File: src/rtl/sabus_pkg.sv
package sabus_pkg;

  typedef enum logic [2:0] {
    ST_IDLE,
    ST_RX,
    ST_PAUSE,
    ST_TX,
    ST_QUIET
  } ctlState_t;

  // strobes from control to datapath
  typedef struct packed {
    logic shiftIn;   // push one decoded bit into the call register
    logic shiftVal;  // value of that bit
    logic latchOut;  // accept call: capture output nibble, set flag
    logic loadTx;    // build the response frame
    logic shiftTx;   // advance to the next response bit
    logic txOn;      // response is on the line
    logic txSecond;  // second half of the current response bit
  } ctlStrobe_t;

endpackage

File: src/rtl/sabus_datapath.sv
module sabus_datapath
  import sabus_pkg::*;
#(
  parameter int ADDR_W      = 5,
  parameter int NIB_W       = 4,
  parameter int SYNC_STAGES = 2
) (
  input  logic              clk,
  input  logic              rst_n,
  input  logic              rxLine,
  input  logic [ADDR_W-1:0] nodeAddr,
  input  logic              hostWrEn,
  input  logic [NIB_W-1:0]  hostWrData,
  input  logic              hostRdEn,
  input  ctlStrobe_t        ctl,
  output logic              rxLevel,
  output logic              rxFall,
  output logic              frameOk,
  output logic              callHit,
  output logic              txLine,
  output logic [NIB_W-1:0]  rdNibble,
  output logic              exFlag
);

  localparam int CALL_W = ADDR_W + NIB_W + 5;
  localparam int RESP_W = NIB_W + 3;
  localparam int A_MSB  = CALL_W - 3;
  localparam int I_MSB  = A_MSB - ADDR_W;

  logic [SYNC_STAGES-1:0] syncQ;
  logic                   rxPrev;
  logic [CALL_W-1:0]      callSr;
  logic [RESP_W-1:0]      txSr;
  logic [NIB_W-1:0]       outReg;
  logic [NIB_W-1:0]       inReg;
  logic                   flagReg;
  logic [ADDR_W-1:0]      addrField;
  logic [NIB_W:0]         infoField;

  always_ff @(posedge clk or negedge rst_n) begin
    if (!rst_n) begin
      syncQ  <= '1;
      rxPrev <= 1'b1;
    end else begin
      syncQ  <= {syncQ[SYNC_STAGES-2:0], rxLine};
      rxPrev <= syncQ[SYNC_STAGES-1];
    end
  end

  assign rxLevel = syncQ[SYNC_STAGES-1];
  assign rxFall  = rxPrev & ~rxLevel;

  always_ff @(posedge clk or negedge rst_n) begin
    if (!rst_n) callSr <= '1;
    else if (ctl.shiftIn) callSr <= {callSr[CALL_W-2:0], ctl.shiftVal};
  end

  assign addrField = callSr[A_MSB -: ADDR_W];
  assign infoField = callSr[I_MSB -: NIB_W+1];
  assign frameOk   = ~callSr[CALL_W-1] & callSr[0] & ~(^callSr[CALL_W-2:1]);
  assign callHit   = (addrField == nodeAddr) && (nodeAddr != '0) && !infoField[NIB_W];

  always_ff @(posedge clk or negedge rst_n) begin
    if (!rst_n) begin
      outReg  <= '0;
      inReg   <= '0;
      flagReg <= 1'b0;
      txSr    <= '1;
    end else begin
      if (ctl.latchOut) outReg <= infoField[NIB_W-1:0];
      if (hostWrEn) inReg <= hostWrData;
      if (ctl.latchOut) flagReg <= 1'b1;
      else if (hostRdEn) flagReg <= 1'b0;
      if (ctl.loadTx) txSr <= {1'b0, inReg, ^inReg, 1'b1};
      else if (ctl.shiftTx) txSr <= {txSr[RESP_W-2:0], 1'b1};
    end
  end

  assign txLine   = ctl.txOn ? (txSr[RESP_W-1] ^ ctl.txSecond) : 1'b1;
  assign rdNibble = outReg;
  assign exFlag   = flagReg;

  // output nibble moves only on an accept strobe
  p_out_stable_r7: assert property (@(posedge clk) disable iff (!rst_n)
    !ctl.latchOut |=> $stable(rdNibble));
  // accept only a well-formed call to this nonzero address
  p_accept_valid_r5: assert property (@(posedge clk) disable iff (!rst_n)
    ctl.latchOut |-> (frameOk && addrField == nodeAddr && !infoField[NIB_W]));
  p_addr_zero_r6: assert property (@(posedge clk) disable iff (!rst_n)
    ctl.latchOut |-> (nodeAddr != '0));
  // flag set by accept, cleared by read
  p_flag_set_r10: assert property (@(posedge clk) disable iff (!rst_n)
    ctl.latchOut |=> exFlag);
  p_flag_clear_r10: assert property (@(posedge clk) disable iff (!rst_n)
    (hostRdEn && !ctl.latchOut) |=> !exFlag);
  // every response opens with the low half of a 0 start bit
  p_resp_start_r8: assert property (@(posedge clk) disable iff (!rst_n)
    $rose(ctl.txOn) |-> !txLine);

endmodule

File: src/rtl/sabus_control.sv
module sabus_control
  import sabus_pkg::*;
#(
  parameter int BITCLK_W   = 8,
  parameter int CALL_BITS  = 14,
  parameter int RESP_BITS  = 7,
  parameter int PAUSE_BITS = 3
) (
  input  logic                clk,
  input  logic                rst_n,
  input  logic [BITCLK_W-1:0] bitClocks,
  input  logic                rxLevel,
  input  logic                rxFall,
  input  logic                frameOk,
  input  logic                callHit,
  output ctlStrobe_t          ctl
);

  localparam int CNT_W = $clog2(CALL_BITS + 1);

  ctlState_t           state;
  logic [BITCLK_W-1:0] clkCnt;
  logic [CNT_W-1:0]    bitCnt;
  logic                firstHalf;
  logic [BITCLK_W:0]   quietCnt;

  logic [BITCLK_W-1:0] halfB, sampA, sampB, lastClk;
  logic [BITCLK_W:0]   quietLim;
  logic                bitEnd, accept, manErr;

  assign halfB    = bitClocks >> 1;
  assign sampA    = halfB >> 1;
  assign sampB    = halfB + sampA;
  assign lastClk  = bitClocks - 1'b1;
  assign quietLim = {1'b0, bitClocks} + {1'b0, halfB};
  assign bitEnd   = (clkCnt == lastClk);
  assign accept   = frameOk && callHit;
  assign manErr   = (state == ST_RX) && (clkCnt == sampB) && (rxLevel == firstHalf);

  always_comb begin
    ctl          = '0;
    ctl.txOn     = (state == ST_TX);
    ctl.txSecond = (clkCnt >= halfB);
    ctl.shiftVal = firstHalf;
    if (state == ST_RX && clkCnt == sampB && !manErr) ctl.shiftIn = 1'b1;
    if (state == ST_RX && bitEnd && bitCnt == CNT_W'(CALL_BITS-1) && accept) begin
      ctl.latchOut = 1'b1;
      ctl.loadTx   = 1'b1;
    end
    if (state == ST_TX && bitEnd) ctl.shiftTx = 1'b1;
  end

  always_ff @(posedge clk or negedge rst_n) begin
    if (!rst_n) begin
      state     <= ST_QUIET;
      clkCnt    <= '0;
      bitCnt    <= '0;
      firstHalf <= 1'b1;
      quietCnt  <= '0;
    end else begin
      case (state)
        ST_IDLE: begin
          clkCnt <= '0;
          bitCnt <= '0;
          if (rxFall) begin
            state  <= ST_RX;
            clkCnt <= BITCLK_W'(1);
          end
        end
        ST_RX: begin
          if (clkCnt == sampA) firstHalf <= rxLevel;
          if (manErr) begin
            state    <= ST_QUIET;
            quietCnt <= '0;
          end else if (bitEnd) begin
            clkCnt <= '0;
            if (bitCnt == CNT_W'(CALL_BITS-1)) begin
              bitCnt   <= '0;
              quietCnt <= '0;
              state    <= accept ? ST_PAUSE : ST_QUIET;
            end else begin
              bitCnt <= bitCnt + 1'b1;
            end
          end else begin
            clkCnt <= clkCnt + 1'b1;
          end
        end
        ST_PAUSE, ST_TX: begin
          if (bitEnd) begin
            clkCnt <= '0;
            if (state == ST_PAUSE && bitCnt == CNT_W'(PAUSE_BITS-1)) begin
              bitCnt <= '0;
              state  <= ST_TX;
            end else if (state == ST_TX && bitCnt == CNT_W'(RESP_BITS-1)) begin
              bitCnt   <= '0;
              quietCnt <= '0;
              state    <= ST_QUIET;
            end else begin
              bitCnt <= bitCnt + 1'b1;
            end
          end else begin
            clkCnt <= clkCnt + 1'b1;
          end
        end
        default: begin
          if (!rxLevel) quietCnt <= '0;
          else if (quietCnt >= quietLim) state <= ST_IDLE;
          else quietCnt <= quietCnt + 1'b1;
        end
      endcase
    end
  end

  // a bit with no mid-bit change abandons the frame
  p_man_abort_r1: assert property (@(posedge clk) disable iff (!rst_n)
    manErr |=> (state == ST_QUIET));
  // no bit is taken from the line while answering
  p_no_rx_in_tx_r11: assert property (@(posedge clk) disable iff (!rst_n)
    (state == ST_PAUSE || state == ST_TX) |-> !ctl.shiftIn);

endmodule

File: src/rtl/sabus_slave.sv
module sabus_slave
  import sabus_pkg::*;
#(
  parameter int ADDR_W   = 5,
  parameter int NIB_W    = 4,
  parameter int BITCLK_W = 8
) (
  input  logic                clk,
  input  logic                rst_n,
  input  logic [BITCLK_W-1:0] bitClocks,
  input  logic [ADDR_W-1:0]   nodeAddr,
  input  logic                rxLine,
  output logic                txLine,
  input  logic                hostWrEn,
  input  logic [NIB_W-1:0]    hostWrData,
  input  logic                hostRdEn,
  output logic [NIB_W-1:0]    rdNibble,
  output logic                exFlag
);

  localparam int CALL_BITS  = ADDR_W + NIB_W + 5;
  localparam int RESP_BITS  = NIB_W + 3;
  localparam int PAUSE_BITS = 3;

  ctlStrobe_t ctl;
  logic rxLevel, rxFall, frameOk, callHit;

  sabus_control #(
    .BITCLK_W(BITCLK_W), .CALL_BITS(CALL_BITS),
    .RESP_BITS(RESP_BITS), .PAUSE_BITS(PAUSE_BITS)
  ) u_ctl (
    .clk(clk), .rst_n(rst_n), .bitClocks(bitClocks),
    .rxLevel(rxLevel), .rxFall(rxFall), .frameOk(frameOk),
    .callHit(callHit), .ctl(ctl)
  );

  sabus_datapath #(
    .ADDR_W(ADDR_W), .NIB_W(NIB_W), .SYNC_STAGES(2)
  ) u_dp (
    .clk(clk), .rst_n(rst_n), .rxLine(rxLine), .nodeAddr(nodeAddr),
    .hostWrEn(hostWrEn), .hostWrData(hostWrData), .hostRdEn(hostRdEn),
    .ctl(ctl), .rxLevel(rxLevel), .rxFall(rxFall), .frameOk(frameOk),
    .callHit(callHit), .txLine(txLine), .rdNibble(rdNibble), .exFlag(exFlag)
  );

endmodule

File: config.mk
export PLATFORM = sky130hd
export DESIGN_NAME = sabus_slave
export DESIGN_NICKNAME = d
export VERILOG_FILES = /design/src/rtl/sabus_pkg.sv /design/src/rtl/sabus_datapath.sv /design/src/rtl/sabus_control.sv /design/src/rtl/sabus_slave.sv
export SDC_FILE = /design/constraint.sdc
export NUM_CORES = 1
export LEC_CHECK = 0
export BUFFER_PORTS_ARGS = -buffer_cell sky130_fd_sc_hd__buf_2
export CAP_MARGIN = 0
export CORE_ASPECT_RATIO = 2
export CORE_MARGIN = 2
export CORE_UTILIZATION = 62
export CTS_CLUSTER_SIZE = 24
export DETAILED_ROUTE_END_ITERATION = 8
export MAX_ROUTING_LAYER = met4
export PLACE_DENSITY = 0.81
export RECOVER_POWER = 25
export SLEW_MARGIN = 20
export SYNTH_ARGS = -nofsm -noshare
export SYNTH_HDL_FRONTEND = slang
export SYNTH_SLANG_ARGS = --single-unit
export TNS_END_PERCENT = 10
File: constraint.sdc
create_clock -name clk -period 3.7 [get_ports clk]
set_input_delay 0.74 -clock clk [delete_from_list [all_inputs] [get_ports clk]]
set_output_delay 0.74 -clock clk [all_outputs]
set_load 0.005 [all_outputs]
# Word-level counts from Yosys, hierarchy flattened
# Cells that the tools add are included.
# classes
addsub	6
n_lt_le_gt_ge	2
n_eq_ne	21
muxes	39
n_bitwise	8
n_reduce_logical	29
# op_table
cell	count
two-way mux 9 bit	8
two-way mux 3 bit	10
one-hot mux 9 bit (3 select lines)	1
two-way mux 4 bit	6
one-hot mux 8 bit (3 select lines)	1
equality test 8 bit	2
two-way mux 8 bit	2
two-way mux 7 bit	2
AND reduction 7 bit	2
logical AND 1 bit	12
one-hot mux 4 bit (3 select lines)	1
parity 12 bit	1
adder 8 x 7 -> 9 bit	1
adder 9 x 1 -> 9 bit (second input constant)	1
greater-or-equal comparator 9 bit	1
one-hot mux 3 bit (3 select lines)	1
adder 7 x 6 -> 8 bit	1
adder 8 x 1 -> 8 bit (second input constant)	1
equality test 8 x 6 -> 1 bit	1
greater-or-equal comparator 8 x 7 -> 1 bit	1
nonzero test 4 bit	2
subtractor 8 x 1 -> 8 bit (second input constant)	1
equality test 3 x 2 -> 1 bit (second input constant)	2
two-way mux 1 bit	6
25 further kinds	38
# totals
ff_bits	58
input_bits	22
elab_cells	117

# Depth between registers and ports, before layout
# logic_depth
word_depth	9
depth_mapped	18
ltp_nobuf	18

# By module
# A second synthesis with hierarchy kept.
# hier_totals
hier_cells	443
hier_area_um2	4409.2
# by_module_without_submodules
mod	n_inst	cells_per_inst	area_each_um2
sabus_control	1	342	2989.1
sabus_datapath	1	101	1420.1

# Worst setup path before layout
# No wires, ideal clock.
# synth_path
kind	input to register
startpoint	input bitClocks[2]
endpoint	register u_ctl.quietCnt[8]
setup_ps	82
t_arrival_ps	3677
t_required_ps	3618
setup_slack_ps	-60
cell_stages	16
path_buffers	0
path_cell_list	inv_1 > ha_1 > nor2b_1 > o21ai_0 > nand2b_1 > nand3_1 > nand2_1 > xor2_1 > ha_1 > a21oi_1 > and3_1 > o21ai_0 > a21o_1 > a2111oi_2 > a41oi_1 > a31oi_1
# synth_between
elab_chain_len	6
# synth_rtl
item	line	rtl
start: declaration	sabus_slave.sv:10	input logic [BITCLK_W-1:0] bitClocks,
parallel branches: the longest is 6 deep, another holds adder 8 x 7 -> 9 bit	-	
end signal: assignment	sabus_control.sv:108	else quietCnt <= quietCnt + 1'b1;
end: declaration	sabus_control.sv:25	logic [BITCLK_W:0] quietCnt;
# Several ways; the timed one is not identified.
# A chain may end at the register's enable or synchronous reset.

# Worst setup path after layout
# layout_path
startpoint	input bitClocks[2]
endpoint	register u_ctl.quietCnt[4]
# Same word-level chain as after synthesis.

==> summary.md <==
| Metric | Value |
|---|---|
| Synth Instances | 472 |
| Max-cap violations | 1 |
| Netlist cell types | 59 |
| Largest net degree at the start of global routing | 44 |
| Share of cells above drive strength 1 | 0.264 |
| Routed length on met3 | 323 um |
| Critical Path Max Stage Delay | 0.35 ns |
| Skew-Pair Late Insertion Delay | roughly 0.34 ns |
| Max VDD drop | 0.466 mV |
| Die area | 0.00784 mm^2 |
| N_diodes | 0 |
| WL/cell | 17.4 um |
| H-tree levels | 3 |
| Post-route cell area | 0.00525 mm^2 |
| WP data required | a little under 4 ns |
| GRT Resource Usage Total | 0.315 |
| PortBufs | 27 |
| Clock-pin slew on the worst setup and hold paths | around 0.05 ns |
| Worst Path Max Fanout | 6 |
| CP Launch Type | primary input |
| EDFF count, synth | 0 |
| Leading post-synthesis cells by cell area | dfrtp_1, dfstp_2, ha_1 |
| R2r setup slk | ~0.84 ns |
| Status | complete, but fails checks |
| Slew headroom | -0.513 |
| Slowest stage cell, crit path | a2111oi_4 |
| CTS tree | yes |
| Antenna violations before repair | 0 |
| Slew Viols, Final | 44 |
| Ys Warns | 0 |
| Cell area power density | 503 mW/mm^2 |
| Drt via density | 6.03 |
| Area growth, synth to finish | 19.2% |
| GP Congestion | 0.935 |
| Leak | about 2.4 nW |
| Met2 wire len | 6150 um |
| #FFs+latches synth | 57 |
| Worst path arrival time | 3.73 ns |
| Setup repair after global routing missed its margin | no |
| Antenna viol nets, final | 0 |
| Max clock buf depth | 2 |
| Detailed Place HPWL | 8270 um |
| Post-synth ARST share | 1.00 |
| Crit-path cells | buf_2 -> inv_1 -> ha_1 -> nor2b_1 -> o21ai_0 -> nand2b_1 -> nand3_1 -> nand2_1 -> xor2_1 -> ha_1 -> a21oi_1 -> and3_1 -> o21ai_1 -> a21o_1 -> a2111oi_4 -> buf_4 -> a21oi_1 -> a31oi_1 |
| Failing checks | capacitance limit, slew limit |
| FP Rows | 43 |
| Worst-margin pin slew | about 2.3 ns |
| Top routing layer in use | met4 |
| Initial core utilization | 0.640 |
| I/O pin total | 28 |
| Most common flop cell mapped by yosys | dfrtp_1 |
| Vias in the first global route | 4046 |
| Global route overflow | 0 |
| M1 WL | 3910 um |
| Clock Tree Root | clkbuf_16 |
| Drt total wl | 11000 um |
| Post-synth top area cell | dfrtp_1 |
| Placed cell areas | 0.00492 mm^2 |
| Most common cell in the synthesized netlist | ha_1 |
| Synth Area per Inst | 9.33 um^2 |
| Sink Count | between 50 and 60 |
| Via count | 3810 |
| Iter 0 DRT Violations | 151 |
| Kind of critical path | in -> reg |
| Cell family with most CP delay | compound AO/OA/AOI/OAI gates |
| Final worst-path cycle share | 0.938 |
| Commonest cells post-synth | ha_1, xnor2_1, dfrtp_1, nand2_1 |
| # nets final | 600 |
| CTS Buf Count | 9 |
| Seq/Total Area, Yosys | 0.331 |
| First-pass GRT wire length | 18400 um |
| # hold bufs at CTS | 0 |
| Setup violations, final | 0 |
| First-pass detailed-route iteration total | 4 |
| Fmax | 0.288 GHz |
| Fin. Hold Viols | 0 |
| Die Wd | 63.6 um |
| # DRC | 0 |
| Hold Path Class | reg -> reg |
| Worst hold margin | around 0.37 ns |
| Post-synthesis cell area | 0.00441 mm^2 |
| Synth top area share | 0.182 |
| Syn nets | 535 |
| Std-Cell Core Area | 0.00689 mm^2 |
| CP endpoint kind | register |
| Post-layout minimum cycle time | about 3.5 ns |
| Die height | 123 um |
| Clock Skew | 0.00849 ns |
| WP buf/inv | 3 |
## final timing paths
check,from,endpoint,cells after the start
worst max-delay path,bitClocks[2],u_ctl.quietCnt[4],18
worst min-delay path,u_dp.syncQ[0],u_dp.syncQ[1],0
max in group asynchronous,rst_n,u_dp.inReg[1],1
worst max register to register,u_ctl.state[0],u_ctl.quietCnt[1],8
worst min register to register,u_dp.syncQ[0],u_dp.syncQ[1],0
min in group asynchronous,rst_n,u_ctl.quietCnt[5],1
## cell families after synthesis
family	share of synthesized area
DFF	0.331
and+or+nand+nor	0.174
buffers and inverters	0.0457
adders and majority gates	0.120
xor gates and xnor gates	0.0994
AOI/OAI and AO/OA	0.172
muxes	0.0577
## placed cells by master, fill, tap and decap left out, types with 3 or more instances in the layout
cell and instances:
and3_1 9, xnor2_1 33, clkinv_2 3, clkbuf_1 3
inv_1 27, or3_1 8, mux2i_1 4, mux2_2 19
o31ai_1 3, nor4_1 3, a21oi_1 24, a41oi_1 3
nand3_1 23, nor2b_1 3, ha_1 38, buf_4 46
nor2_1 27, o22ai_1 5, nand2_1 32, o21ai_0 24
clkbuf_16 9, o211ai_1 4, a21o_1 11, buf_2 25
xor2_1 17, nor3_1 4, dfstp_2 24, nand2b_1 11
a31oi_1 12, nand3b_1 4, nand4_1 11, dfrtp_1 32
## area by class of cell
type | instances | area (um^2)
multi-input cells | 368 | 2770
fillers | 508 | 1630
flip-flops and latches | 57 | 1460
repair buffers | 74 | 498
clock buffers | 10 | 229
well taps | 90 | 113
inverters | 27 | 101
clock inverters | 6 | 82.6
## flip-flops by register name, summed over array words and instances (netlist names), 3 cells and up
| register | count |
|---|---|
| u_dp.inReg | 4 |
| u_dp.txSr | 6 |
| u_ctl.quietCnt | 9 |
| u_dp.rdNibble | 4 |
| u_ctl.clkCnt | 8 |
| u_ctl.state | 3 |
| u_ctl.bitCnt | 4 |
| u_dp.callSr | 14 |
## timing repair
action,4_1_cts,5_1_grt
setup endpoints to repair,0,11
resized for setup,0,3
buffers inserted,0,1
## report_power, final
| part | internal, mW | switching [mW] | leakage [nW] | total [mW] |
|---|---|---|---|---|
| Clock | 0.585 | 0.291 | 0.152 | 0.876 |
| Combinational | 0.418 | 0.506 | 1.57 | 0.925 |
| Sequential | 0.717 | 0.125 | 0.689 | 0.842 |
| Total | 1.72 | 0.923 | 2.41 | 2.64 |
## through the flow
stage               worst slack, ns  utilization  instances  total power, mW  setup TNS [ns]
floorplan                    0.0963            -        472             1.46               0
global placement             -0.101        0.715        615             1.71          -0.569
detailed placement           -0.200        0.715        615             1.75           -1.44
CTS                           0.131        0.760        631             2.64               0
global route                0.00227        0.763        632             2.78               0
finish                        0.230        0.763        632             2.64               0
## metal layers
metal  track usage  vias up
li1              -     1822
met5             -        -
met2         0.570      111
met4         0.236        0
met3        0.0500       55
met1         0.293     1822
Power figures use the tool's default switching activity.
